==> config.mk <==
export PLATFORM = sky130hd
export DESIGN_NAME = stack_reg_decoder
export DESIGN_NICKNAME = d
export VERILOG_FILES = /design/src/rtl/stack_reg_pkg.sv /design/src/rtl/stack_cmd_decode.sv /design/src/rtl/stack_reg_bank.sv /design/src/rtl/stack_pin_stage.sv /design/src/rtl/stack_reg_decoder.sv
export SDC_FILE = /design/constraint.sdc
export NUM_CORES = 1
export LEC_CHECK = 0
export CORE_MARGIN = 1
export CORE_UTILIZATION = 48
export CTS_CLUSTER_SIZE = 25
export DETAILED_ROUTE_END_ITERATION = 8
export GPL_TIMING_DRIVEN = 0
export PLACE_DENSITY = 0.84
export SKIP_LAST_GASP = 1
export SYNTH_ARGS = -nofsm -noshare
export SYNTH_HDL_FRONTEND = slang
export SYNTH_SLANG_ARGS = --single-unit
==> constraint.sdc <==
create_clock -name clk -period 3.4 [get_ports clk]
set_input_delay 0.68 -clock clk [delete_from_list [all_inputs] [get_ports clk]]
set_output_delay 0.68 -clock clk [all_outputs]
set_load 0.1 [all_outputs]
==> src/rtl/stack_reg_pkg.sv <==
package stack_reg_pkg;
  localparam logic [3:0] BCAST_ID = 4'hF;
  localparam int MASK_W = 3;

  // field positions inside the configuration byte
  localparam int CFG_RST  = 0;
  localparam int CFG_X2   = 1;
  localparam int CFG_RUN  = 2;
  localparam int CFG_TRG  = 3;
  localparam int CFG_MISO = 4;
  localparam int CFG_MSK  = 5;

  typedef enum logic [1:0] {
    SEL_CFG  = 2'd0,
    SEL_SUM  = 2'd1,
    SEL_FRM  = 2'd2,
    SEL_NONE = 2'd3
  } reg_sel_e;

  // packed in the same bit order as the command byte
  typedef struct packed {
    logic       wr;
    logic [3:0] board;
    logic       is_mem;
    logic [1:0] sel;
  } cmd_t;
endpackage

==> src/rtl/stack_cmd_decode.sv <==
module stack_cmd_decode
  import stack_reg_pkg::*;
(
  input  logic [7:0] cmd_byte,
  input  logic [3:0] board_id,
  output logic       wr,
  output logic       is_mem,
  output logic [1:0] sel,
  output logic       hit,
  output logic       exact
);
  cmd_t c;

  always_comb begin
    c      = cmd_t'(cmd_byte);
    wr     = c.wr;
    is_mem = c.is_mem;
    sel    = c.sel;
    hit    = (c.board == board_id) || (c.board == BCAST_ID);
    exact  = (c.board == board_id) && (c.board != BCAST_ID);
  end
endmodule

==> src/rtl/stack_reg_bank.sv <==
module stack_reg_bank
  import stack_reg_pkg::*;
#(
  parameter int FRAME_W = 5
) (
  input  logic               clk,
  input  logic               rst,
  input  logic               cmd_valid,
  input  logic               wr,
  input  logic               is_mem,
  input  logic [1:0]         sel,
  input  logic               hit,
  input  logic               exact,
  input  logic               data_valid,
  input  logic [7:0]         data_byte,
  output logic [7:0]         cfg_q,
  output logic [7:0]         sum_q,
  output logic [FRAME_W-1:0] frame_q,
  output logic               rd_valid_q,
  output logic [7:0]         rd_data_q,
  output logic               mem_route_q,
  output logic [1:0]         mem_id_q
);
  logic       wr_pend;
  logic [1:0] wr_sel;
  logic [7:0] frm_ext;
  logic [7:0] rd_val;

  always_comb begin
    frm_ext = '0;
    frm_ext[FRAME_W-1:0] = frame_q;
    case (reg_sel_e'(sel))
      SEL_CFG: rd_val = {cfg_q[7:1], 1'b0};
      SEL_SUM: rd_val = sum_q;
      SEL_FRM: rd_val = frm_ext;
      default: rd_val = '0;
    endcase
  end

  always_ff @(posedge clk) begin
    if (rst) begin
      cfg_q       <= '0;
      sum_q       <= '0;
      frame_q     <= '0;
      rd_valid_q  <= 1'b0;
      rd_data_q   <= '0;
      mem_route_q <= 1'b0;
      mem_id_q    <= '0;
      wr_pend     <= 1'b0;
      wr_sel      <= '0;
    end else begin
      cfg_q[CFG_RST] <= 1'b0;
      rd_valid_q     <= 1'b0;
      rd_data_q      <= '0;
      if (cmd_valid) begin
        wr_pend     <= hit & wr & ~is_mem;
        wr_sel      <= sel;
        mem_route_q <= hit & is_mem;
        if (hit & is_mem) mem_id_q <= sel;
        if (exact & ~wr & ~is_mem) begin
          rd_valid_q <= 1'b1;
          rd_data_q  <= rd_val;
        end
      end else if (data_valid && wr_pend) begin
        wr_pend <= 1'b0;
        case (reg_sel_e'(wr_sel))
          SEL_CFG: cfg_q   <= data_byte;
          SEL_SUM: sum_q   <= data_byte;
          SEL_FRM: frame_q <= data_byte[FRAME_W-1:0];
          default: ;
        endcase
      end
    end
  end
endmodule

==> src/rtl/stack_pin_stage.sv <==
module stack_pin_stage #(
  parameter int MASK_W = 3
) (
  input  logic              clk,
  input  logic              rst,
  input  logic              soft_trig,
  input  logic              trig_pin,
  input  logic              miso_sel,
  input  logic [MASK_W-1:0] aux_mask,
  input  logic [MASK_W-1:0] chan_aux,
  input  logic              spi_miso,
  output logic              trigger_q,
  output logic              aux_q
);
  logic masked_any;

  always_comb masked_any = |(aux_mask & chan_aux);

  always_ff @(posedge clk) begin
    if (rst) begin
      trigger_q <= 1'b0;
      aux_q     <= 1'b0;
    end else begin
      trigger_q <= soft_trig | trig_pin;
      aux_q     <= miso_sel ? spi_miso : masked_any;
    end
  end
endmodule

==> src/rtl/stack_reg_decoder.sv <==
module stack_reg_decoder
  import stack_reg_pkg::*;
#(
  parameter int FRAME_W = 5
) (
  input  logic               clk,
  input  logic               rst,
  input  logic [7:0]         cmd_byte,
  input  logic               cmd_valid,
  input  logic [7:0]         data_byte,
  input  logic               data_valid,
  input  logic [3:0]         board_id,
  input  logic               trig_pin,
  input  logic               spi_miso,
  input  logic [MASK_W-1:0]  chan_aux,
  output logic               sys_reset_o,
  output logic               clk2x_o,
  output logic               run_en_o,
  output logic               trigger_o,
  output logic [FRAME_W-1:0] frame_o,
  output logic               rd_valid_o,
  output logic [7:0]         rd_data_o,
  output logic               mem_route_o,
  output logic [1:0]         mem_id_o,
  output logic               aux_o
);
  logic       d_wr, d_mem, d_hit, d_exact;
  logic [1:0] d_sel;
  logic [7:0] cfg, sum;

  stack_cmd_decode dec_i (
    .cmd_byte (cmd_byte),
    .board_id (board_id),
    .wr       (d_wr),
    .is_mem   (d_mem),
    .sel      (d_sel),
    .hit      (d_hit),
    .exact    (d_exact)
  );

  stack_reg_bank #(.FRAME_W(FRAME_W)) bank_i (
    .clk         (clk),
    .rst         (rst),
    .cmd_valid   (cmd_valid),
    .wr          (d_wr),
    .is_mem      (d_mem),
    .sel         (d_sel),
    .hit         (d_hit),
    .exact       (d_exact),
    .data_valid  (data_valid),
    .data_byte   (data_byte),
    .cfg_q       (cfg),
    .sum_q       (sum),
    .frame_q     (frame_o),
    .rd_valid_q  (rd_valid_o),
    .rd_data_q   (rd_data_o),
    .mem_route_q (mem_route_o),
    .mem_id_q    (mem_id_o)
  );

  stack_pin_stage #(.MASK_W(MASK_W)) pins_i (
    .clk       (clk),
    .rst       (rst),
    .soft_trig (cfg[CFG_TRG]),
    .trig_pin  (trig_pin),
    .miso_sel  (cfg[CFG_MISO]),
    .aux_mask  (cfg[CFG_MSK +: MASK_W]),
    .chan_aux  (chan_aux),
    .spi_miso  (spi_miso),
    .trigger_q (trigger_o),
    .aux_q     (aux_o)
  );

  // the checksum byte has no control role; it is only read back
  logic unused_sum;
  always_comb unused_sum = ^sum;

  always_comb begin
    sys_reset_o = cfg[CFG_RST];
    clk2x_o     = cfg[CFG_X2];
    run_en_o    = cfg[CFG_RUN];
  end
endmodule

==> run summary, run 1 <==
Power, Total = 776 uW
Wirelength per Cell = 12.9 um
Distinct cells, synth = 27
Net Sw Frac = 23.9%
Final period utilization = 75.3%
# rows = 20
Reg2reg setup slack = 2.05 ns
Synth top area share = 50.1%
Layout cells sized above 1 = 6.64%
Cell Int Power = 591 uW
Routed wire length = 3.30 mm
Top post-synthesis cells by count = nor2_1, dfxtp_1, mux2i_1
Ant diodes = 0
DPL Wire Length = 2.49 mm
PwrDens = 365 nW/um^2
Crit path kind = reg2out
Worst-Margin Slew = 0.975 ns
Maximum VDD drop = 0.247 mV
Antenna violations before repair = 0
Residual DRC count = 0
Min-Delay Path Depth = 2
Final layout net count = 239
CP bufs+invs = 1
First-pass GRT wire length = 5.62 mm
CP Cell Sequence = clkdlybuf4s50_1
WP data required = 2.72 ns
Min Hold Slack = 0.458 ns
Flops & latches, synth = 38
Proportion of synthesized area in mux cells = 19.1%
Gr usage total = 22.3%
Register area = 761 um^2
Root Driver = clkbuf_4
Leakage = 0.841 nW
Combinational family with the most area after synthesis = simple AND/OR/NAND/NOR gates
Die Area = 3390 um^2
Synthesized area per cell = 9.86 um^2
Top_reg_cell synth = dfxtp_1
Core area = 3030 um^2
GR Overflow Total = 0
Post-synth ARST share = 0%
Worst skew pair latency = 0.34 ns
Final setup TNS = 0 ns
Yosys warning count = 0
DR pass1 iterations = 5
Post-synth EDFFs = 0
CP arrival = 1.88 ns
Die width = 58.3 um
Clock Sinks = 38
Reg power frac = 58.1%
Gate Count Post-Synth = 154
Fill cell count = 233
Sw Pwr = 185 uW
Routed Antenna Nets = 0
Worst r2r path cells = 5
Max cap viols = 0
Longest Clk Path Bufs = 2
Fmax = 390 MHz
Simple-gate portion of the synthesized area = 19.4%
Adder-cell share of the synthesized area = 0%
CP Capture Type = primary output
Hold endpoint = bank_i.mem_route_q
Unrepaired setup endpoints after global routing = no
Clk pwr share = 31.4%
Xor-xnor portion of the synthesized cell area = 2.31%
Netlist Area Pre-Place = 1520 um^2
Pins Over Slew Limit = 0
Initial DRC Count = 34
Area growth from synthesis to layout = 39.9%
CTS resizes = 0
Comb power frac = 10.5%
Compound-Gate Fraction of Synth Area = 5.11%
Setup Viol. Count Final = 0
Routed vias = 1300
Crit-path max FO = 3
Tmin final = 2.56 ns
Multi-input logic area = 697 um^2
Hold_sp = bank_i.mem_route_q
FF-to-FF End = bank_i.sum_q[5]
Clk_skew = 0.00394 ns
Pin count of the biggest net entering global routing = 12
Die H = 58.3 um
Number of I/O pins = 51
Placer Congestion = 0.780
Area leader, netlist = dfxtp_1
Worst hold path type = reg2reg
TritonCTS Buffers = 5
Crit path largest cell delay = 1.15 ns
Vias in the first global route = 1280
Vias/cell = 5.10
Relative slew slack = 34.8%
Post-CTS setup buffer count = 0
Syn_nets = 183
Top cells by area, synth = dfxtp_1, mux2i_1, nor2_1, a21oi_1, xnor2_1
PortBufs = 49
Hold buffers post-CTS = 0
Hold Fails Final Rpt = 0
Status = finished clean
Worst r2r src = bank_i.wr_pend
Most common cell in the netlist = nor2_1
Initial core utilization = 50.2%
CP max-delay cell = clkdlybuf4s50_1
Worst Setup Start Kind = register
Clk slew on worst S/H paths = 0.11 ns
TritonCTS clock tree = yes
Sequential area share after synthesis = 50.1%
Cell family with most CP delay = buffers and inverters
Htree depth = 2
cell usage in the layout (no fill, tap or decap), types with 2 or more instances in the layout:
master,synthesis,final
nand2b_1,3,3
nand4_1,2,2
clkdlybuf4s50_1,0,49
buf_6,2,2
clkbuf_1,3,4
o22ai_1,2,2
clkbuf_4,0,5
xnor2_1,4,4
mux2i_1,29,29
nor2_1,41,41
a21oi_1,7,7
dfxtp_1,38,38
inv_1,3,3
nand2_1,5,5
cell families after synthesis:
family | after synthesis
muxes | 29
xor gates and xnor gates | 4
and+or+nand+nor | 60
buffers and inverters | 11
DFF | 38
AOI/OAI and AO/OA | 12
per-stage QoR:
stage / setup slack [ns] / cell area, um^2 / utilization (%) / instances
after floorplan: 1.64 / 1520 / - / 154
after global placement: 1.11 / 2060 / 68.2 / 247
after detailed placement: 1.08 / 2060 / 68.2 / 247
after CTS: 0.821 / 2120 / 70.2 / 255
after global routing: 0.774 / 2120 / 70.2 / 255
final: 0.839 / 2120 / 70.2 / 255
flip-flops by register name, indices dropped and copies added (netlist names):
name	cells
bank_i.cfg_q	8
bank_i.wr_pend	1
bank_i.rd_valid_q	1
bank_i.wr_sel	2
pins_i.aux_q	1
bank_i.frame_q	5
bank_i.sum_q	8
bank_i.mem_id_q	2
bank_i.rd_data_q	8
bank_i.mem_route_q	1
pins_i.trigger_q	1
power by group through the flow:
| stage | combinational, mW | clock (mW) | sequential [mW] |
|---|---|---|---|
| global route | 0.0870 | 0.268 | 0.451 |
| finish | 0.0816 | 0.243 | 0.451 |
| detailed placement | 0.0812 | 0 | 0.461 |
| global placement | 0.0795 | 0 | 0.461 |
| floorplan | 0.0249 | 0 | 0.471 |
| CTS | 0.0816 | 0.249 | 0.451 |
final cells by class:
class	instances	share of cell area (%)
multi-input cells	105	32.8
plain buffers	8	2.36
inverters	3	0.530
clock buffers	7	2.59
well taps	44	2.59
flip-flops and latches	38	35.8
repair buffers	49	23.1
clock inverters	1	0.236
per-layer routing:
metal | vias to the layer above | GRT usage [%] | routed length [um]
met5 | - | 0 | 0
met4 | 0 | 11.2 | 63
met3 | 6 | 6.03 | 131
met2 | 34 | 38.6 | 1700
met1 | 626 | 25.1 | 1410
li1 | 634 | - | -
how the worst max path moves through the flow:
stage	slack, ns	from	cells past startpoint	to
3_3_place_gp	1.11	cmd_byte[3]	5	bank_i.rd_data_q[7]
4_1_cts	0.82	bank_i.frame_q[4]	1	frame_o[4]
5_1_grt	0.77	bank_i.frame_q[4]	1	frame_o[4]
3_5_place_dp	1.08	cmd_byte[4]	6	bank_i.rd_data_q[4]
2_1_floorplan	1.64	cmd_valid	6	bank_i.frame_q[0]
6_report	0.84	bank_i.frame_q[4]	1	frame_o[4]
Note: power is estimated with default switching activity, not from simulation.
==> inputs of run 2 (changes only) <==
--- a/config.mk
+++ b/config.mk
@@ -6,11 +6,11 @@
 export NUM_CORES = 1
 export LEC_CHECK = 0
 export CORE_MARGIN = 1
-export CORE_UTILIZATION = 48
+export CORE_UTILIZATION = 44
 export CTS_CLUSTER_SIZE = 25
 export DETAILED_ROUTE_END_ITERATION = 8
 export GPL_TIMING_DRIVEN = 0
-export PLACE_DENSITY = 0.84
+export PLACE_DENSITY = 0.78
 export SKIP_LAST_GASP = 1
 export SYNTH_ARGS = -nofsm -noshare
 export SYNTH_HDL_FRONTEND = slang
==> constraint.sdc (replaced) <==
create_clock -name clk -period 2.4 [get_ports clk]
set_input_delay 0.48 -clock clk [delete_from_list [all_inputs] [get_ports clk]]
set_output_delay 0.48 -clock clk [all_outputs]
set_load 0.1 [all_outputs]
==> run summary, run 2 (synthesis gave the netlist of run 1 again) <==
Root Driver = clkbuf_4
Final period utilization = 97.9%
PortBufs = 49
Vias/cell = 4.96
Final setup TNS = 0 ns
Final Instance Area = 2130 um^2
Worst-Margin Slew = 0.983 ns
Cell Int Power = 836 uW
Biggest regs = bank_i.cfg_q (8), bank_i.rd_data_q (8), bank_i.sum_q (8)
Number of I/O pins = 51
Leakage = 0.877 nW
TritonCTS Buffers = 5
Reg power frac = 57.4%
Gr usage total = 19.5%
Longest Clk Path Bufs = 2
Crit-path max FO = 3
Layout cells sized above 1 = 7.11%
Relative slew slack = 34.3%
Commonest non-fill, non-tap cells in the layout = clkdlybuf4s50_1, nor2_1, dfxtp_1
Htree depth = 2
Crit path largest cell delay = 1.15 ns
Levels on crit path = 1
TritonCTS clock tree = yes
Placed cell areas = 2060 um^2
Final worst setup slack = 0.0498 ns
Worst hold path type = in2reg
Min-Delay Path Depth = 3
Crit path kind = reg2out
CP arrival = 1.87 ns
Power, Total = 1.11 mW
Core area = 3150 um^2
Pre-CTS worst setup slack = 0.250 ns
Status = finished clean
Routed wire length = 3.36 mm
Unrepaired setup endpoints after global routing = no
Setup Viol. Count Final = 0
CP Capture Type = primary output
Routed Antenna Nets = 0
Clock Sinks = 38
Worst Setup Start Kind = register
WP data required = 1.92 ns
CP bufs+invs = 1
Worst skew pair latency = 0.35 ns
Commonest non-fill, non-tap cell in the layout = clkdlybuf4s50_1
PwrDens = 521 nW/um^2
Comb power frac = 10.3%
Fill cell count = 259
Wirelength per Cell = 13.2 um
Clk pwr share = 32.2%
Fmax = 426 MHz
First-pass GRT wire length = 5.16 mm
Residual DRC count = 0
Placer Congestion = 0.757
Ant diodes = 0
DR pass1 iterations = 7
Clk_skew = 0.0138 ns
Die Area = 3690 um^2
Initial DRC Count = 22
Fin util = 67.7%
Pins Over Slew Limit = 0
Sw Pwr = 276 uW
Hold Fails Final Rpt = 0
Maximum VDD drop = 0.341 mV
Tmin final = 2.35 ns
Final layout net count = 239
GR Overflow Total = 0
Net Sw Frac = 24.8%
CP Cell Sequence = clkdlybuf4s50_1
Clk slew on worst S/H paths = 0.12 ns
Antenna violations before repair = 0
Initial core utilization = 48.2%
Placed cells = 247
Routed vias = 1266
Non-Filler Instances = 255
Max cap viols = 0
CP max-delay cell = clkdlybuf4s50_1
Worst r2r path cells = 4
# rows = 20
Die width = 60.8 um
Cell family with most CP delay = buffers and inverters
Area growth from synthesis to layout = 40.4%
Die H = 60.8 um
Post-CTS setup buffer count = 0
Vias in the first global route = 1197
Min Hold Slack = 0.414 ns
Pin count of the biggest net entering global routing = 13
DPL Wire Length = 2.52 mm
-- run 2: changes by cell type in the layout (fill, tap and decap cells not counted) --
cell and change:
clkinvlp_4 +1, clkbuf_1 -1, dlymetal6s2s_1 +2, clkdlybuf4s50_1 -2
-- run 2: layer usage --
| metal | track usage, % | part of all wire [%] | up-vias |
|---|---|---|---|
| li1 | - | - | 632 |
| met1 | 22.1 | 45 | 599 |
| met2 | 35.6 | 50 | 30 |
| met3 | 3.84 | 3.5 | 5 |
| met4 | 7.79 | 1.6 | 0 |
| met5 | 0 | 0 | - |
-- run 2: worst paths after layout --
path                      startpoint            endpoint  slack (ns)
hold reg to reg   bank_i.mem_route_q  bank_i.mem_route_q        0.45
setup reg to reg      bank_i.wr_pend     bank_i.cfg_q[5]        1.01
setup / recovery   bank_i.frame_q[0]          frame_o[0]        0.05
hold / removal             cmd_valid    bank_i.wr_sel[1]        0.41
-- run 2: worst min-delay path, stage by stage --
cell	delay, ns
buf_6	0.11
mux2i_1	0.07
nor2_1	0.07
-- run 2: final cells by class --
class                   instances  area [um^2]  area share, %
inverters                       3         11.3          0.528
multi-input cells             105          697           32.7
repair buffers                 49          495           23.2
well taps                      44         55.1           2.58
flip-flops and latches         38          761           35.7
clock inverters                 2         12.5          0.587
clock buffers                   6         51.3           2.40
plain buffers                   8         50.0           2.35
-- run 2: power groups by stage --
stage	clock, mW	combinational [mW]	sequential, mW
4_1_cts	0.363	0.115	0.639
3_5_place_dp	0	0.115	0.653
6_report	0.358	0.115	0.639
5_1_grt	0.383	0.122	0.640
2_1_floorplan	0	0.0353	0.667
3_3_place_gp	0	0.113	0.653
-- run 2: repair_timing --
| action | in CTS | in global routing |
|---|---|---|
| endpoints found under the hold margin | 0 | 0 |
| resized for setup | 0 | 2 |
| hold buffers | 0 | 0 |
| endpoints found under the setup margin | 0 | 2 |
==> inputs of run 3 (changes only) <==
--- a/config.mk
+++ b/config.mk
@@ -5,6 +5,7 @@
 export SDC_FILE = /design/constraint.sdc
 export NUM_CORES = 1
 export LEC_CHECK = 0
+export CAP_MARGIN = 30
 export CORE_MARGIN = 1
 export CORE_UTILIZATION = 44
 export CTS_CLUSTER_SIZE = 25
==> results of run 3 <==
No change in the layout: final DEF, timing and power equal those of run 2.
